==> src/rtl/dmx_rx_pkg.sv <==
package dmx_rx_pkg;

  // Slot counter width: covers start code plus 512 data slots.
  localparam int DMX_SLOT_W = 10;

  typedef enum logic [2:0] {
    RX_IDLE,
    RX_START,
    RX_DATA,
    RX_STOP1,
    RX_STOP2,
    RX_WAIT_HI
  } rx_state_e;

  // Slot index feeding channel k for a given base address.
  function automatic logic [DMX_SLOT_W-1:0] chan_slot(
    input logic [DMX_SLOT_W-1:0] base,
    input int unsigned           k
  );
    return base + DMX_SLOT_W'(k) + DMX_SLOT_W'(1);
  endfunction

  // Channel level from a captured byte.
  function automatic logic above_thresh(input logic [7:0] b, input logic [7:0] th);
    return b > th;
  endfunction

  // Saturating increment of the slot counter.
  function automatic logic [DMX_SLOT_W-1:0] slot_next(input logic [DMX_SLOT_W-1:0] s);
    return (s == {DMX_SLOT_W{1'b1}}) ? s : s + DMX_SLOT_W'(1);
  endfunction

endpackage

==> src/rtl/dmx_rx_sync.sv <==
module dmx_rx_sync #(
  parameter int STAGES = 2
) (
  input  logic clk,
  input  logic rst_n,
  input  logic d_async,
  output logic d_sync
);
  logic [STAGES-1:0] chain;

  always_ff @(posedge clk or negedge rst_n) begin
    if (!rst_n) chain <= '1;
    else        chain <= {chain[STAGES-2:0], d_async};
  end

  assign d_sync = chain[STAGES-1];
endmodule

==> src/rtl/dmx_break_det.sv <==
module dmx_break_det #(
  parameter int CLK_PER_BIT = 32,
  parameter int BREAK_BITS  = 22
) (
  input  logic clk,
  input  logic rst_n,
  input  logic line,
  output logic brk_pulse
);
  localparam int BRK_CYC = CLK_PER_BIT * BREAK_BITS;
  localparam int CNT_W   = $clog2(BRK_CYC + 1);

  logic [CNT_W-1:0] low_cnt;
  logic             long_low;

  assign long_low = (low_cnt >= CNT_W'(BRK_CYC));

  always_ff @(posedge clk or negedge rst_n) begin
    if (!rst_n) begin
      low_cnt   <= '0;
      brk_pulse <= 1'b0;
    end else begin
      // The count is nonzero only while the line has been low, so a high
      // line with a long count marks the release edge of a break.
      brk_pulse <= line && long_low;
      if (line)           low_cnt <= '0;
      else if (!long_low) low_cnt <= low_cnt + CNT_W'(1);
    end
  end
endmodule

==> src/rtl/dmx_uart_rx.sv <==
module dmx_uart_rx
  import dmx_rx_pkg::*;
#(
  parameter int CLK_PER_BIT = 32
) (
  input  logic       clk,
  input  logic       rst_n,
  input  logic       line,
  output logic       byte_vld,
  output logic [7:0] byte_data,
  output logic       ferr
);
  localparam int TMR_W = $clog2(CLK_PER_BIT);
  localparam int HALF  = CLK_PER_BIT / 2;

  rx_state_e        state;
  logic [TMR_W-1:0] tmr;
  logic [2:0]       bitn;
  logic [7:0]       shreg;
  logic             tick;

  assign tick      = (tmr == '0);
  assign byte_data = shreg;

  always_ff @(posedge clk or negedge rst_n) begin
    if (!rst_n) begin
      state    <= RX_IDLE;
      tmr      <= '0;
      bitn     <= '0;
      shreg    <= '0;
      byte_vld <= 1'b0;
      ferr     <= 1'b0;
    end else begin
      byte_vld <= 1'b0;
      ferr     <= 1'b0;
      if (!tick) tmr <= tmr - TMR_W'(1);
      unique case (state)
        RX_IDLE: begin
          if (!line) begin
            state <= RX_START;
            tmr   <= TMR_W'(HALF - 1);
          end
        end
        RX_START: begin
          if (tick) begin
            if (!line) begin
              state <= RX_DATA;
              tmr   <= TMR_W'(CLK_PER_BIT - 1);
              bitn  <= '0;
            end else begin
              state <= RX_IDLE;
            end
          end
        end
        RX_DATA: begin
          if (tick) begin
            shreg <= {line, shreg[7:1]};
            tmr   <= TMR_W'(CLK_PER_BIT - 1);
            if (bitn == 3'd7) state <= RX_STOP1;
            else              bitn  <= bitn + 3'd1;
          end
        end
        RX_STOP1: begin
          if (tick) begin
            if (line) begin
              state <= RX_STOP2;
              tmr   <= TMR_W'(CLK_PER_BIT - 1);
            end else begin
              ferr  <= 1'b1;
              state <= RX_WAIT_HI;
            end
          end
        end
        RX_STOP2: begin
          if (tick) begin
            if (line) begin
              byte_vld <= 1'b1;
              state    <= RX_IDLE;
            end else begin
              ferr  <= 1'b1;
              state <= RX_WAIT_HI;
            end
          end
        end
        RX_WAIT_HI: begin
          if (line) state <= RX_IDLE;
        end
        default: state <= RX_IDLE;
      endcase
    end
  end
endmodule

==> src/rtl/dmx_slot_map.sv <==
module dmx_slot_map
  import dmx_rx_pkg::*;
#(
  parameter int         NUM_CH = 4,
  parameter int         ADDR_W = 9,
  parameter logic [7:0] THRESH = 8'd127
) (
  input  logic              clk,
  input  logic              rst_n,
  input  logic              brk,
  input  logic              ferr,
  input  logic              byte_vld,
  input  logic [7:0]        byte_data,
  input  logic [ADDR_W-1:0] base_addr,
  output logic              byte_take,
  output logic              hold,
  output logic [DMX_SLOT_W-1:0] slot_cnt,
  output logic [NUM_CH-1:0] ch_out
);
  localparam int SLOT_W = DMX_SLOT_W;

  logic [SLOT_W-1:0] base_ext;

  assign base_ext  = {{(SLOT_W-ADDR_W){1'b0}}, base_addr};
  // A break in the same cycle wins over a byte.
  assign byte_take = byte_vld && !hold && !brk;

  always_ff @(posedge clk or negedge rst_n) begin
    if (!rst_n) begin
      slot_cnt <= '0;
      hold     <= 1'b1;
    end else if (brk) begin
      slot_cnt <= '0;
      hold     <= 1'b0;
    end else if (ferr) begin
      hold     <= 1'b1;
    end else if (byte_take) begin
      slot_cnt <= slot_next(slot_cnt);
    end
  end

  for (genvar k = 0; k < NUM_CH; k++) begin : g_ch
    logic hit;
    assign hit = byte_take && (slot_cnt == chan_slot(base_ext, k));
    always_ff @(posedge clk or negedge rst_n) begin
      if (!rst_n)   ch_out[k] <= 1'b0;
      else if (hit) ch_out[k] <= above_thresh(byte_data, THRESH);
    end
  end
endmodule

==> src/rtl/dmx_slot_rx.sv <==
module dmx_slot_rx
  import dmx_rx_pkg::*;
#(
  parameter int         CLK_PER_BIT = 32,
  parameter int         BREAK_BITS  = 22,
  parameter int         NUM_CH      = 4,
  parameter int         ADDR_W      = 9,
  parameter logic [7:0] THRESH      = 8'd127
) (
  input  logic              clk,
  input  logic              rst_n,
  input  logic              rx_in,
  input  logic [ADDR_W-1:0] base_addr,
  output logic [NUM_CH-1:0] ch_out,
  output logic              frame_err,
  output logic              break_det
);
  localparam int SLOT_W = DMX_SLOT_W;

  // Internal events brought out by name for the checker.
  logic              rx_s;
  logic              byte_vld;
  logic [7:0]        byte_data;
  logic              byte_take;
  logic              hold;
  logic [SLOT_W-1:0] slot_cnt;

  dmx_rx_sync #(.STAGES(2)) u_sync (
    .clk     (clk),
    .rst_n   (rst_n),
    .d_async (rx_in),
    .d_sync  (rx_s)
  );

  dmx_break_det #(.CLK_PER_BIT(CLK_PER_BIT), .BREAK_BITS(BREAK_BITS)) u_brk (
    .clk       (clk),
    .rst_n     (rst_n),
    .line      (rx_s),
    .brk_pulse (break_det)
  );

  dmx_uart_rx #(.CLK_PER_BIT(CLK_PER_BIT)) u_uart (
    .clk       (clk),
    .rst_n     (rst_n),
    .line      (rx_s),
    .byte_vld  (byte_vld),
    .byte_data (byte_data),
    .ferr      (frame_err)
  );

  dmx_slot_map #(.NUM_CH(NUM_CH), .ADDR_W(ADDR_W), .THRESH(THRESH)) u_map (
    .clk       (clk),
    .rst_n     (rst_n),
    .brk       (break_det),
    .ferr      (frame_err),
    .byte_vld  (byte_vld),
    .byte_data (byte_data),
    .base_addr (base_addr),
    .byte_take (byte_take),
    .hold      (hold),
    .slot_cnt  (slot_cnt),
    .ch_out    (ch_out)
  );
endmodule

==> config.mk <==
export PLATFORM = sky130hd
export DESIGN_NAME = dmx_slot_rx
export DESIGN_NICKNAME = d
export VERILOG_FILES = /design/src/rtl/dmx_rx_pkg.sv /design/src/rtl/dmx_rx_sync.sv /design/src/rtl/dmx_break_det.sv /design/src/rtl/dmx_uart_rx.sv /design/src/rtl/dmx_slot_map.sv /design/src/rtl/dmx_slot_rx.sv
export SDC_FILE = /design/constraint.sdc
export NUM_CORES = 1
export LEC_CHECK = 0
export ABC_CLOCK_PERIOD_IN_PS = 4600
export CAP_MARGIN = 25
export CELL_PAD_IN_SITES_DETAIL_PLACEMENT = 1
export CELL_PAD_IN_SITES_GLOBAL_PLACEMENT = 1
export CORE_MARGIN = 5
export CORE_UTILIZATION = 49
export DETAILED_ROUTE_END_ITERATION = 8
export PLACE_DENSITY = 0.95
export SYNTH_ARGS = -nofsm -noshare
export SYNTH_HDL_FRONTEND = slang
export SYNTH_SLANG_ARGS = --single-unit
==> constraint.sdc <==
create_clock -name clk -period 4.6 [get_ports clk]
set_input_delay 0.69 -clock clk [delete_from_list [all_inputs] [get_ports clk]]
set_output_delay 0.69 -clock clk [all_outputs]
set_load 0.05 [all_outputs]
==> impl_metrics.yaml <==
power:
  power.share.clock_pct: 27.9
  ir_drop_v: 0.000335
  seq_power_share_pct: 43.1
  combPwrFrac_pct: 28.9
  powerDensity_mw_per_mm2: 334
  p_int_uw: 720
  p_switching_uw: 396
  finalPower_mw: 1.12
  leakage_nw: 1.40
  swShare_pct: 35.5
layout:
  area_delta_synth_final_pct: 9.25
  post-route-util_pct: 55.8
  fillers: 714
  n_antenna_cell: 0
  regArea_sq_mm: 0.00105
  layout-drive-gt1-share_pct: 8.45
  nets: 379
  multi_input_area_sq_mm: 0.00187
global_routing:
  antenna_found_initial: 0
  grt_util_met2_pct: 40.4
  grt_pass1_vias: 2805
  overflow: 0
  grtUsageMet3_pct: 3.32
  grt-busiest-layer: "met2"
  grt_max_degree: 43
  grt_pass1_wl_um: 13400
  grtUsageTotal_pct: 21.8
  met1_usage_pct: 25.3
worst_setup_path:
  required_ps: 4790
  crit_fanout: 9
  endpoint_kind: "flop"
  cp.arrival_ps: 3430
  critPathLaunchType: "primary input"
  path_class: "primary input to flop"
sta:
  setup_viol: 0
  tns_ps: 0
  finalHoldViolations: 0
  skew_ps: 6.57
  tightest_slew_ps: 944
  fmax_mhz: 308
  drv_slew: 0
  slew_headroom_pct: 37.1
  hold_ws_ps: 365
  grt_setup_unrepaired: "no"
  fin_crit_sh_pct: 70.5
  fin_crit_ps: 3240
synth:
  ys_ff_latch: 42
  synth_top_cell_by_area: "dfrtp_1"
  syn_area_per_cell_sq_um: 8.71
  postSynthCellCount: 351
  synth_edf_count: 0
  yosys_warnings: 0
  yosysMostFrequentCell: "nor2_1"
  synth_area_leaders: "dfrtp_1, xor2_1, xnor2_1"
  synth_common_cells: "nor2_1, dfrtp_1, nand2_1"
  synth_ff_type: "dfrtp_1"
  yosysSeqAreaShare_pct: 34.5
  syn_nets: 376
  synth_top_area_share_pct: 31.9
  syn_area_sq_mm: 0.00306
  yosysUniqueCellTypes: 65
  async_flop_share_pct: 100
floorplan:
  fp-row-count: 28
  coreArea_sq_mm: 0.00599
  boundaryPins: 18
  die_h_um: 89.0
  die_w_um: 89.0
  initial_core_util_pct: 51.0
  die_area_sq_mm: 0.00792
clock_tree:
  clk_pin_slew_ps: 80
  cts_tree: "yes"
  hold_buffers: 0
  clock_sinks: 42
  cts.path.max_buffers: 2
  insertion_delay_ps: 310
  root_buffer: "clkbuf_8"
  cts_resized: 0
  post_cts_buffers: 0
  h-tree-depth: 2
  cts_made_buffers: 5
routing:
  vias_per_cell: 6.10
  wl_um: 7950
  drtIter0Drc: 67
  dr.pass1.iters: 4
  antenna_left: 0
  route.detailed.drc: 0
  post_drt_wl_per_cell_um: 18.5
  vias: 2623
worst_hold_path:
  hp-class: "flop to flop"
job:
  maxCapViolCount: 0
outcome:
  outcome: "complete, no violations"
placed_design:
  post-dp-hpwl_um: 5760
  gp_congestion: 0.871
  portBuffers: 17
[worst max-delay path: stages]
cell             delay, ps
clkdlybuf4s50_1        670
ha_1                   430
nand4_2                220
mux2_2                 330
o2111ai_1              120
o21ai_0                140
a41o_2                 280
o2111ai_1              200
mux2_1                 350
[kinds of logic (layout without fill, tap and decap cells)]
family | count (synthesis) | after routing | synth area share [%]
AOI/OAI and AO/OA | 69 | 69 | 15.5
muxes | 7 | 7 | 2.54
adders and majority gates | 13 | 13 | 5.32
and+or+nand+nor | 136 | 136 | 22.5
DFF | 42 | 42 | 34.5
buffers and inverters | 33 | 37 | 4.50
xor gates and xnor gates | 51 | 51 | 15.1
[placed cells by master (no fill, tap or decap), types with 3 or more instances in the layout]
master           instances
o31ai_1                  4
clkbuf_8                 6
xor2_1                  25
dfstp_2                  3
clkdlybuf4s50_1         16
a21boi_0                 3
dfrtp_1                 39
mux2_2                   5
nand2_1                 36
o21ai_0                 12
a21oi_1                 19
ha_1                    13
nor3_1                  13
a211oi_1                 4
nor2_1                  41
o22ai_1                  4
xnor2_1                 24
and3_1                   3
nand3_1                  8
nor4b_1                  3
or3_1                    3
and2_1                   3
inv_1                   12
nand4_1                  5
[flip-flops by register name (all words and copies together) (netlist names)]
signal and flops:
u_uart.ferr 1, u_uart.byte_vld 1, u_uart.bitn 3, u_uart.state 3
u_uart.tmr 5, u_map.ch_out 4, u_brk.brk_pulse 1, u_uart.byte_data 1
u_sync.chain 2, u_brk.low_cnt 10, u_map.hold 1, u_map.slot_cnt 10
[metrics by stage]
stage / instances / area [sq um] / setup slack [ps]
global route: 430 / 3340 / 1200
CTS: 430 / 3340 / 1380
finish: 430 / 3340 / 1360
global placement: 422 / 3220 / 1170
detailed placement: 422 / 3220 / 1070
floorplan: 351 / 3060 / 1950
[power by group through the flow]
stage,combinational (mW),sequential (mW),clock (mW)
3_5_place_dp,0.309,0.487,0
4_1_cts,0.322,0.481,0.320
3_3_place_gp,0.288,0.480,0
2_1_floorplan,0.258,0.451,0
6_report,0.323,0.481,0.312
5_1_grt,0.366,0.488,0.336
[final timing paths]
check	start	endpoint	slack (ps)	cells after the start
worst max register to register	u_uart.tmr[0]$_DFF_PN0_	u_uart.tmr[0]$_DFF_PN0_	1860	10
worst min register to register	u_sync.chain[0]$_DFF_PN1_	u_sync.chain[1]$_DFF_PN1_	360	0
min in group asynchronous	rst_n	u_brk.low_cnt[5]$_DFFE_PN0P_	520	1
worst min-delay path	u_sync.chain[0]$_DFF_PN1_	u_sync.chain[1]$_DFF_PN1_	360	0
worst max-delay path	base_addr[2]	u_map.ch_out[1]$_DFFE_PN0P_	1360	9
max in group asynchronous	rst_n	u_uart.state[0]$_DFFE_PN0P_	3490	1
[cell type report]
| class | instances | share of cell area [%] |
|---|---|---|
| timing repair buffer | 17 | 4.94 |
| inverter | 12 | 1.35 |
| clock inverter | 1 | 0.899 |
| tap | 75 | 2.81 |
| sequential | 42 | 31.6 |
| multi-input combinational | 276 | 55.8 |
| clock buffer | 7 | 2.58 |
[metal layers]
| layer | vias to the layer above | share of wire [%] |
|---|---|---|
| li1 | 1224 | - |
| met1 | 1321 | 40 |
| met2 | 59 | 54 |
| met3 | 19 | 3.1 |
| met4 | 0 | 2.6 |
| met5 | - | 0 |
Power figures use the tool's default switching activity.
